--- src/rtl/clarke_pkg.sv ---
package clarke_pkg;

  typedef enum logic [1:0] {
    FMT_NONE = 2'b00,
    FMT_QUAD = 2'b01,
    FMT_TRI  = 2'b10,
    FMT_DUO  = 2'b11
  } fmt_e;

  // Clamp a wide signed value into a w-bit two's complement range.
  function automatic logic signed [63:0] sat_w(input logic signed [63:0] v, input int w);
    logic signed [63:0] hi;
    logic signed [63:0] lo;
    hi = (64'sd1 <<< (w - 1)) - 64'sd1;
    lo = -(64'sd1 <<< (w - 1));
    if (v > hi) return hi;
    if (v < lo) return lo;
    return v;
  endfunction

  // Multiply by a Qfrac constant and shift back, with optional round-half-up.
  function automatic logic signed [63:0] mul_q(input logic signed [63:0] d,
                                               input logic signed [63:0] k,
                                               input int frac,
                                               input bit rnd);
    logic signed [63:0] p;
    p = d * k;
    if (rnd) p = p + (64'sd1 <<< (frac - 1));
    return p >>> frac;
  endfunction

  function automatic bit fmt_ok(input fmt_e f);
    return f != FMT_NONE;
  endfunction

endpackage

--- src/rtl/clarke_front.sv ---
module clarke_front
  import clarke_pkg::*;
#(
  parameter int W = 16
) (
  input  logic                clk,
  input  logic                rst_n,
  input  logic                smp_vld,
  input  logic [1:0]          fmt_sel,
  input  logic signed [W-1:0] ph_a,
  input  logic signed [W-1:0] ph_b,
  input  logic signed [W-1:0] ph_c,
  input  logic signed [W-1:0] quad_sin,
  output logic                s1_vld,
  output logic                s1_err,
  output fmt_e                s1_fmt,
  output logic signed [W-1:0] s1_cos,
  output logic signed [W:0]   s1_diff,
  output logic signed [W-1:0] s1_qsin
);

  localparam int WS = W + 2;

  fmt_e                fmt;
  logic                take;
  logic signed [WS-1:0] b_x;
  logic signed [WS-1:0] c_x;
  logic signed [WS-1:0] a_rebuilt;
  logic signed [W:0]   diff_cb;
  logic signed [W-1:0] cos_pick;

  assign fmt       = fmt_e'(fmt_sel);
  assign take      = smp_vld && fmt_ok(fmt);
  assign b_x       = WS'(ph_b);
  assign c_x       = WS'(ph_c);
  assign a_rebuilt = -(b_x + c_x);
  assign diff_cb   = (W+1)'(ph_c) - (W+1)'(ph_b);

  always_comb begin
    case (fmt)
      FMT_DUO: cos_pick = W'(sat_w(64'(a_rebuilt), W));
      default: cos_pick = ph_a;
    endcase
  end

  always_ff @(posedge clk) begin
    if (!rst_n) begin
      s1_vld  <= 1'b0;
      s1_err  <= 1'b0;
      s1_fmt  <= FMT_NONE;
      s1_cos  <= '0;
      s1_diff <= '0;
      s1_qsin <= '0;
    end else begin
      s1_vld <= take;
      s1_err <= smp_vld && !fmt_ok(fmt);
      if (take) begin
        s1_fmt  <= fmt;
        s1_cos  <= cos_pick;
        s1_diff <= diff_cb;
        s1_qsin <= quad_sin;
      end
    end
  end

endmodule

--- src/rtl/clarke_scale.sv ---
module clarke_scale
  import clarke_pkg::*;
#(
  parameter int W             = 16,
  parameter int FRAC          = 15,
  parameter int INV_SQRT3     = 18919,
  parameter bit ROUND_NEAREST = 1'b1
) (
  input  logic                clk,
  input  logic                rst_n,
  input  logic                s1_vld,
  input  logic                s1_err,
  input  fmt_e                s1_fmt,
  input  logic signed [W-1:0] s1_cos,
  input  logic signed [W:0]   s1_diff,
  input  logic signed [W-1:0] s1_qsin,
  output logic                orth_vld,
  output logic                fmt_err,
  output logic signed [W-1:0] orth_cos,
  output logic signed [W-1:0] orth_sin
);

  logic signed [63:0]  scaled;
  logic signed [W-1:0] sin_calc;
  logic signed [W-1:0] sin_pick;

  generate
    if (ROUND_NEAREST) begin : g_round
      assign scaled = mul_q(64'(s1_diff), 64'(INV_SQRT3), FRAC, 1'b1);
    end else begin : g_trunc
      assign scaled = mul_q(64'(s1_diff), 64'(INV_SQRT3), FRAC, 1'b0);
    end
  endgenerate

  assign sin_calc = W'(sat_w(scaled, W));
  assign sin_pick = (s1_fmt == FMT_QUAD) ? s1_qsin : sin_calc;

  always_ff @(posedge clk) begin
    if (!rst_n) begin
      orth_vld <= 1'b0;
      fmt_err  <= 1'b0;
      orth_cos <= '0;
      orth_sin <= '0;
    end else begin
      orth_vld <= s1_vld;
      fmt_err  <= s1_err;
      if (s1_vld) begin
        orth_cos <= s1_cos;
        orth_sin <= sin_pick;
      end
    end
  end

endmodule

--- src/rtl/clarke_cond.sv ---
module clarke_cond
  import clarke_pkg::*;
#(
  parameter int W             = 16,
  parameter int FRAC          = 15,
  parameter int INV_SQRT3     = 18919,
  parameter bit ROUND_NEAREST = 1'b1
) (
  input  logic                clk,
  input  logic                rst_n,
  input  logic                smp_vld,
  input  logic [1:0]          fmt_sel,
  input  logic signed [W-1:0] ph_a,
  input  logic signed [W-1:0] ph_b,
  input  logic signed [W-1:0] ph_c,
  input  logic signed [W-1:0] quad_sin,
  output logic                orth_vld,
  output logic                fmt_err,
  output logic signed [W-1:0] orth_cos,
  output logic signed [W-1:0] orth_sin
);

  // Stage-one events, named so the checker can see them.
  logic                front_vld;
  logic                front_err;
  fmt_e                front_fmt;
  logic signed [W-1:0] front_cos;
  logic signed [W:0]   front_diff;
  logic signed [W-1:0] front_qsin;

  clarke_front #(.W(W)) u_front (
    .clk      (clk),
    .rst_n    (rst_n),
    .smp_vld  (smp_vld),
    .fmt_sel  (fmt_sel),
    .ph_a     (ph_a),
    .ph_b     (ph_b),
    .ph_c     (ph_c),
    .quad_sin (quad_sin),
    .s1_vld   (front_vld),
    .s1_err   (front_err),
    .s1_fmt   (front_fmt),
    .s1_cos   (front_cos),
    .s1_diff  (front_diff),
    .s1_qsin  (front_qsin)
  );

  clarke_scale #(
    .W             (W),
    .FRAC          (FRAC),
    .INV_SQRT3     (INV_SQRT3),
    .ROUND_NEAREST (ROUND_NEAREST)
  ) u_scale (
    .clk      (clk),
    .rst_n    (rst_n),
    .s1_vld   (front_vld),
    .s1_err   (front_err),
    .s1_fmt   (front_fmt),
    .s1_cos   (front_cos),
    .s1_diff  (front_diff),
    .s1_qsin  (front_qsin),
    .orth_vld (orth_vld),
    .fmt_err  (fmt_err),
    .orth_cos (orth_cos),
    .orth_sin (orth_sin)
  );

endmodule

--- config.mk ---
export PLATFORM = sky130hd
export DESIGN_NAME = clarke_cond
export DESIGN_NICKNAME = d
export VERILOG_FILES = /design/src/rtl/clarke_pkg.sv /design/src/rtl/clarke_front.sv /design/src/rtl/clarke_scale.sv /design/src/rtl/clarke_cond.sv
export SDC_FILE = /design/constraint.sdc
export NUM_CORES = 1
export LEC_CHECK = 0
export BUFFER_PORTS_ARGS = -buffer_cell sky130_fd_sc_hd__buf_2
export CORE_MARGIN = 2
export CORE_UTILIZATION = 46
export DETAILED_ROUTE_END_ITERATION = 10
export SLEW_MARGIN = 40
export SYNTH_ARGS = -nofsm -noshare
export SYNTH_HDL_FRONTEND = slang
export SYNTH_SLANG_ARGS = --single-unit
--- constraint.sdc ---
create_clock -name clk -period 8.9 [get_ports clk]
set_clock_uncertainty 0.15 [all_clocks]
set_input_delay 2.67 -clock clk [delete_from_list [all_inputs] [get_ports clk]]
set_output_delay 2.67 -clock clk [all_outputs]
set_load 0.05 [all_outputs]
; Yosys cells after proc, flatten, opt, wreduce, memory -nomap -nowiden
; Cells that the tools add are included.
; W data, S select, Z words.
[totals]
regBits = 87
in_bits = 69
output_inout_bits = 34
word_cells = 43
[classes]
addsub = 4
n_mul = 1
magnitude_cmp = 4
n_eq_ne = 2
n_mux = 18
n_reduce_logical = 4
[op_table]
columns = op, count
row1 = $mux W16, 10
row2 = $gt A49 B16 Y1 const B, 1
row3 = $lt A49 B16 Y1 const B, 1
row4 = $add A33 B16 Y34 const B, 1
row5 = $mul A17 B16 Y33 const B, 1
row6 = $gt A18 B16 Y1 const B, 1
row7 = $lt A18 B16 Y1 const B, 1
row8 = $neg A17 Y18, 1
row9 = $add A16 B16 Y17, 1
row10 = $sub A16 B16 Y17, 1
row11 = $mux W1, 8
row12 = $eq A2 B1 Y1 const B, 1
row13 = $eq A2 B2 Y1 const B, 1
row14 = $logic_and A1 B1 Y1, 2
row15 = $reduce_bool A2 Y1, 1
row16 = $logic_not A1 Y1, 1

; Longest topological paths before layout
; Gate-level depths: netlist of the first run.
[logic_depth]
word_depth = 10
mapped_depth = 26
mapped_depth_nobuf = 23

; By module
; Synthesis of the first run repeated with hierarchy kept, for this count alone.
[hier_totals]
cells_unflattened = 1332
hier_area_um2 = 11506.0
[modules_own_cells]
columns = mod, instances, cells_each, area_per_inst_um2, seq_area_each_um2
row1 = clarke_scale, 1, 848, 7673.6, 680.7
row2 = clarke_front, 1, 484, 3832.4, 1061.0

; Least setup slack after synthesis of the first run
; No wires, ideal clock.
[synth_timing]
kind = register -> register
startpoint = register u_front.s1_diff[15]
endpoint = register u_scale.orth_sin[10]
setup_ps = 120
t_arrival_ps = 5968
required_time_ps = 8630
slack_ps = 2662
path_stages_with_launch = 22
path_buffers = 2
synth_period_minus_slack_ps = 6238
path_cell_list = dfxtp_1 -> clkbuf_1 -> inv_1 -> ha_1 -> inv_1 -> fa_1 -> fa_1 -> fa_1 -> fa_1 -> inv_1 -> fa_1 -> inv_1 -> ha_1 -> nand4_1 -> o41a_1 -> o21ai_0 -> mux2_2 -> a31oi_1 -> a41oi_2 -> buf_6 -> a21oi_2 -> o21ai_2
[synth_between]
elab_chain_len = 8
word_cells_on_any_way = 11
classes_between = add/sub: 1 / mul: 1 / order compare: 2 / mux: 7
[synth_rtl]
columns = item, line
row1 = start: declaration, clarke_front.sv:18  ; output logic signed [W:0] s1_diff,
row2 = start signal: assignment, clarke_front.sv:60  ; s1_diff <= diff_cb;
row3 = $mul A17 B16 Y33 *, clarke_pkg.sv:27  ; p = d * k;
row4 = $add A33 B16 Y34 *, clarke_pkg.sv:28  ; if (rnd) p = p + (64'sd1 <<< (frac - 1));
row5 = $lt A49 B16 Y1, clarke_pkg.sv:17  ; if (v < lo) return lo;
row6 = $mux W1 (2 in series), clarke_pkg.sv:17
row7 = $mux W16, clarke_pkg.sv:18  ; return v;
row8 = $mux W16 *, clarke_pkg.sv:17
row9 = $mux W16 *, clarke_scale.sv:36  ; assign sin_pick = (s1_fmt == FMT_QUAD) ? s1_qsin : sin_calc;
row10 = end signal: assignment, clarke_scale.sv:49  ; orth_sin <= sin_pick;
row11 = end: declaration, clarke_scale.sv:20  ; output logic signed [W-1:0] orth_sin
; Every way passes the cells marked *; elsewhere a longest branch is shown, timed or not. The select of a mux whose other input is x is not followed.
; A chain may end at the register's enable or synchronous reset.

; Final worst setup path of the first run
[layout_timing]
startpoint = register u_front.s1_diff[15]
endpoint = register u_scale.orth_sin[4]
; Same word-level chain as after synthesis.

==> flow_metrics.tcl, run 1 <==
set metrics [dict create \
    outcome "complete, no violations" \
    multiInputGateArea_mm2 0.00792 \
    slew_violations 0 \
    hold_slack_ps 286 \
    p_sw_share_pct 52.4 \
    required_ps 9020 \
    postSynthRegisterBits 87 \
    final_nets 1710 \
    seqPwrFrac_pct 13.7 \
    synth_flop_cell "dfxtp_1" \
    ios 103 \
    viasPerCell 5.08 \
    r2r_start "u_front.s1_diff[15]" \
    synthesis.area_mm2 0.0109 \
    drt_iter0_drc 382 \
    dp.cells 1666 \
    cp-startpoint "u_front.s1_diff[15]" \
    p_int_uw 1620 \
    power.density_mw_per_mm2 284 \
    dr.pass1.iters 5 \
    async_reset_ff_share_pct 0 \
    worstSetupPathType "reg2reg" \
    placed_area_mm2 0.0117 \
    synthesis.nets 1632 \
    clkPwrFrac_pct 10.8 \
    fmax_mhz 145 \
    h-tree-depth 3 \
    numCtsBuffers 9 \
    leakage_uw 0.00608 \
    crit_arrival_ps 7040 \
    cts.repair.resized 0 \
    hold_class "reg2reg" \
    vias 8544 \
    rows 56 \
    final_cell_area_mm2 0.0120 \
    antenna_cells 0 \
    maxCapViolations 0 \
    gp_congestion 0.892 \
    clkLatencyLatePin_ps 350 \
    grt.total_usage_pct 21.8 \
    core-area_mm2 0.0233 \
    grt_first_pass_wirelength_um 42800 \
    nFillCells 2246 \
    hold_viol 0 \
    overflow 0 \
    ys_warn_count 0 \
    cts_sinks 87 \
    worstMarginPinSlew_ps 811 \
    grt_max_degree 64 \
    max_slew_margin_pct 45.9 \
    seq_area_mm2 0.00174 \
    ir_drop_mv 0.195 \
    die_height_um 158 \
    drc 0 \
    antenna_left 0 \
    clk_path_buf_depth 2 \
    clk_pin_slew_ps 70 \
    path_max_fanout 15 \
    final.setup.tns_ps 0 \
    period_minus_slack_ps 6920 \
    synth.distinct_cells 61 \
    fin_crit_sh_pct 77.7 \
    power_frac_comb_pct 75.5 \
    antenna_found_initial 0 \
    cts_root_buffer "clkbuf_16" \
    synth-edff-count 0 \
    start_kind "flop" \
    drt-wirelength-per-cell_um 15.1 \
    hpwlAfterDp_um 21200 \
    rsz0062_at_grt "false" \
    setup_viol 0 \
    grt_pass1_vias 8741 \
    initial_core_util_pct 46.6 \
    wl_um 25400 \
    endpoint_kind "flop" \
    ys_seq_area_share_pct 16.0 \
    io_buffers 102 \
    die_area_mm2 0.0249 \
    cts_tree "built" \
    hold_buffers 0 \
    area_delta_synth_final_pct 10.0 \
    final_cells 1682 \
    p_switching_uw 1780 \
    cts_setup_buffers 0 \
    die_w_um 158 \
    postSynthCellCount 1280 \
    drive_gt1_share_pct 11.4 \
    syn_avg_cell_area_um2 8.50 \
    min_from "u_front.s1_err" \
]
## sequential cells by signal, summed over array words and instances, names as in the netlist, 2 cells and up
signal            count
u_front.s1_cos       16
u_scale.orth_sin     16
u_front.s1_fmt        2
u_front.s1_diff      17
u_scale.orth_cos     16
u_front.s1_qsin      16
## area by class of cell
class / instances / share of cell area, %
Multi-Input combinational cell: 868 / 66.2
Inverter: 286 / 8.97
Tap cell: 319 / 3.34
Clock buffer: 10 / 1.91
Sequential cell: 87 / 14.6
Clock inverter: 6 / 0.439
Timing Repair Buffer: 106 / 4.52
## cell families (layout without fill, tap and decap cells)
kind of cell	after synthesis	count (layout)	synth area share, %
XOR/XNOR	60	60	4.90
flip-flops	87	87	16.0
multiplexers	23	23	2.13
AND/OR/NAND/NOR	235	235	9.44
adder cells (fa/ha/maj)	283	283	39.7
buffers and inverters	325	408	11.4
AO/OA/AOI/OAI	267	267	16.4
## worst paths after layout
path	cells after the start	slack [ps]	to
max	19	1980	u_scale.orth_sin[4]
min	1	290	u_scale.fmt_err
max reg2reg	19	1980	u_scale.orth_sin[4]
min reg2reg	1	290	u_scale.fmt_err
## placed cells by master, fill, tap and decap left out, types with 9 or more instances in the layout
cell type / instances
ha_1: 179
dfxtp_1: 86
buf_2: 102
a21o_1: 20
nand2_1: 105
xor2_1: 12
inv_1: 285
a21oi_1: 75
xnor2_1: 47
o21ai_2: 10
mux2i_1: 22
nand3_1: 21
nor3_1: 13
o21ai_0: 55
a211oi_1: 24
nor2_1: 58
fa_1: 104
o21bai_1: 9
a221oi_1: 16
clkbuf_16: 9
a21oi_2: 11
## power groups by stage
stage	combinational, uW	clock (uW)	sequential (uW)
6_report	2560	366	466
5_1_grt	2930	389	472
4_1_cts	2590	374	466
3_5_place_dp	2570	0	475
3_3_place_gp	2570	0	475
2_1_floorplan	1900	0	535
## critical path: stages, from the launching register on
cell and delay [ps]:
dfxtp_1 660, inv_1 130, ha_1 340, inv_1 90, fa_1 510, fa_1 540
fa_1 450, fa_1 550, inv_1 50, fa_1 520, inv_1 40, ha_1 370
nand4_1 180, o41a_1 560, o211a_4 320, o21bai_2 120, xnor2_1 160, o31ai_4 740
a21oi_1 180, o21ai_0 180
## stage by stage
step                      util [%]  total power, uW  setup slack [ps]
after floorplan                  -             2430              2660
after global placement        50.0             3050              2090
after detailed placement      50.1             3050              1940
after CTS                     51.3             3430              1930
after global routing          51.3             3790              1540
final                         51.3             3390              1980
## routing by layer
| layer | wire length [um] | part of all wire, % | vias to the layer above | global-route usage [%] |
|---|---|---|---|---|
| li1 | - | - | 4330 | - |
| met1 | 11500 | 45 | 4045 | 27.2 |
| met2 | 12400 | 49 | 130 | 38.4 |
| met3 | 728 | 2.9 | 39 | 3.20 |
| met4 | 706 | 2.8 | 0 | 7.14 |
| met5 | 0 | 0 | - | 0 |
## cell usage after synthesis, types with 7 or more instances
master | n | area share (%)
o21bai_1 | 9 | 0.62
o21ai_0 | 55 | 2.5
xnor2_1 | 47 | 3.8
clkbuf_1 | 33 | 1.1
a21o_1 | 20 | 1.4
a21oi_1 | 75 | 3.5
a21oi_2 | 11 | 0.89
dfxtp_1 | 87 | 16
xor2_1 | 12 | 0.97
nand4_1 | 7 | 0.40
nand3_1 | 21 | 0.97
a211oi_1 | 24 | 1.7
fa_1 | 104 | 19
inv_1 | 285 | 9.8
nor2_1 | 59 | 2.0
ha_1 | 179 | 21
mux2i_1 | 22 | 2.0
nand2_1 | 105 | 3.6
nor3_1 | 13 | 0.60
o21ai_2 | 10 | 0.81
a221oi_1 | 16 | 1.3
a31oi_1 | 7 | 0.40
(Power assumes the default switching activity.)
==> run 2, diff against run 1 <==
--- a/config.mk
+++ b/config.mk
@@ -5,10 +5,12 @@
 export SDC_FILE = /design/constraint.sdc
 export NUM_CORES = 1
 export LEC_CHECK = 0
+export ABC_AREA = 1
 export BUFFER_PORTS_ARGS = -buffer_cell sky130_fd_sc_hd__buf_2
 export CORE_MARGIN = 2
 export CORE_UTILIZATION = 46
 export DETAILED_ROUTE_END_ITERATION = 10
+export PLACE_DENSITY = 0.67
 export SLEW_MARGIN = 40
 export SYNTH_ARGS = -nofsm -noshare
 export SYNTH_HDL_FRONTEND = slang
==> constraint.sdc (replaced) <==
create_clock -name clk -period 5.8 [get_ports clk]
set_clock_uncertainty 0.15 [all_clocks]
set_input_delay 1.74 -clock clk [delete_from_list [all_inputs] [get_ports clk]]
set_output_delay 1.74 -clock clk [all_outputs]
set_load 0.05 [all_outputs]
==> run 2 against run 1 <==
Compared with the run above:
- worst hold slack got worse by 20 ps
- non-clock buffer count increased by 14
- register-to-register slack got worse by 1700 ps
- via count increased by 23%
- first-iteration DRC count increased by 44%
- critical endpoint is now u_scale.orth_sin[3]
- largest cell class unchanged
==> flow_metrics.tcl, run 2 <==
set metrics [dict create \
    clk_pin_slew_ps 70 \
    postSynthCellCount 1697 \
    r2r_start "u_front.s1_diff[15]" \
    hpwlAfterDp_um 26100 \
    drt_iter0_drc 549 \
    die_area_mm2 0.0273 \
    worstMarginPinSlew_ps 781 \
    antenna_found_initial 0 \
    max_slew_margin_pct 47.9 \
    yosysMostFrequentCell "inv_1" \
    r2r_cells 25 \
    synthesis.nets 2049 \
    ys_warn_count 0 \
    mostFrequentLayoutCells "inv_1, nand2_1, ha_1, nor2_1, fa_1" \
    async_reset_ff_share_pct 0 \
    start_kind "flop" \
    multiInputGateArea_mm2 0.00855 \
    grt_first_pass_wirelength_um 50700 \
    power.density_mw_per_mm2 495 \
    drive_gt1_share_pct 10.9 \
    drt-wirelength-per-cell_um 14.5 \
    hold_buffers 0 \
    io_buffers 102 \
    nFillCells 2531 \
    numCtsBuffers 9 \
    final_nets 2148 \
    cts_root_buffer "clkbuf_16" \
    layout_commonest_cell "inv_1" \
    worstSetupPathType "reg2reg" \
    final_cells 2131 \
    drc 0 \
    path_max_fanout 15 \
    final.setup.tns_ps 0 \
    synth_area_leader_cell "ha_1" \
    synth.distinct_cells 43 \
    endpoint_kind "flop" \
    seq_area_mm2 0.00176 \
    ir_drop_mv 0.449 \
    required_ps 5900 \
    viasPerCell 4.92 \
    synth_flop_cell "dfxtp_1" \
    initial_core_util_pct 47.2 \
    outcome "complete, no violations" \
    ios 103 \
    wl_um 30800 \
    die_height_um 165 \
    slew_violations 0 \
    ys_seq_area_share_pct 14.6 \
    synthTopCellsByArea "ha_1, fa_1, dfxtp_1" \
    largest_reg_flops 17 \
    area_delta_synth_final_pct 10.8 \
    fmax_mhz 183 \
    rrSetupSlack_ps 320 \
    leakage_uw 0.00759 \
    cts_tree "built" \
    dr.pass1.iters 7 \
    largest_register "u_front.s1_diff" \
    vias 10500 \
    hold_viol 0 \
    syn_avg_cell_area_um2 7.04 \
    cts_sinks 87 \
    clk_path_buf_depth 2 \
    setup_viol 0 \
    rows 58 \
    period_minus_slack_ps 5480 \
    antenna_left 0 \
    core-area_mm2 0.0253 \
    grt.total_usage_pct 23.5 \
    rsz0062_at_grt "false" \
    maxCapViolations 0 \
    grt_pass1_vias 10400 \
    synth_common_cells "inv_1, nand2_1, ha_1, nor2_1, a21oi_1" \
    die_w_um 165 \
    yosysTopAreaCellShare_pct 18.7 \
    min_from "u_front.s1_err" \
    h-tree-depth 3 \
    clkLatencyLatePin_ps 350 \
    overflow 0 \
    antenna_cells 0 \
    synth-edff-count 0 \
    worstReg2RegEnd "u_scale.orth_sin[3]" \
    hold_depth 2 \
    hold_class "reg2reg" \
    grt_max_degree 49 \
    postSynthRegisterBits 87 \
    gp_congestion 0.935 \
    synthesis.area_mm2 0.0119 \
    fin_crit_sh_pct 94.4 \
    crit_arrival_ps 5570 \
    whs_endpoint "u_scale.fmt_err" \
    dp.cells 2113 \
]
[run 2: power breakdown]
group,internal [uW],switching [uW]
logic,1910,3360
clock network,297,262
registers,660,53.1
[run 2: cell type report]
| type | instances | share of cell area [%] |
|---|---|---|
| Multi-Input combinational cell | 1159 | 64.6 |
| Sequential cell | 87 | 13.3 |
| Clock inverter | 6 | 0.407 |
| Timing Repair Buffer | 120 | 4.97 |
| Clock buffer | 10 | 1.73 |
| Inverter | 419 | 11.9 |
| Tap cell | 330 | 3.12 |
[run 2: metrics by stage]
step,instance area (um^2),util (%),power [uW],hold slack (ps),setup slack [ps]
2_1_floorplan,11900,-,4470,240,317
3_3_place_gp,12800,50.7,5680,249,234
3_5_place_dp,12800,50.7,5720,252,170
4_1_cts,13100,51.8,6320,267,163
5_1_grt,13200,52.3,7350,280,5.99
6_report,13200,52.3,6550,266,323
[run 2: worst max path at each step]
stage | start | end | slack [ps] | cells after the start
finish | u_front.s1_diff[15] | u_scale.orth_sin[3] | 320 | 25
global route | u_front.s1_diff[7] | u_scale.orth_sin[5] | 6 | 24
CTS | u_front.s1_diff[8] | u_scale.orth_sin[3] | 160 | 24
detailed placement | u_front.s1_diff[8] | u_scale.orth_sin[3] | 170 | 24
global placement | u_front.s1_diff[14] | u_scale.orth_sin[3] | 230 | 27
floorplan | u_front.s1_diff[16] | u_scale.orth_sin[11] | 320 | 25
[run 2: cells by family after synthesis]
group	Yosys count	synth area share (%)
AOI/OAI and AO/OA	234	10.8
and+or+nand+nor	590	20.0
DFF	87	14.6
buffers and inverters	452	14.7
xor gates and xnor gates	51	3.80
adders and majority gates	283	36.2
[run 2: worst max-delay path: stages, from the launching register on]
cell and delay, ps:
dfxtp_1 370, inv_1 80, ha_1 320, inv_1 120, ha_1 250, inv_1 80
fa_1 520, inv_1 50, fa_1 490, inv_1 60, fa_1 510, fa_1 550
inv_1 40, ha_1 360, a21o_1 240, a21oi_2 180, a21oi_1 110, nor2_2 150
nand2_1 90, nand2_1 70, nand2_2 80, a21oi_4 170, buf_12 150, nand2_1 50
nand2_1 80, a21oi_2 50
[run 2: repair_timing]
action,4_1_cts,5_1_grt
endpoints found under the setup margin,0,16
gates resized for setup,0,28
setup buffers,0,1
[run 2: per-layer routing]
layer / global-route usage, % / part of all wire, % / vias up
li1: - / - / 5364
met1: 31.1 / 47 / 4877
met2: 41.9 / 49 / 209
met3: 2.05 / 2.9 / 26
met4: 5.06 / 1.6 / 0
met5: 0 / 0 / -
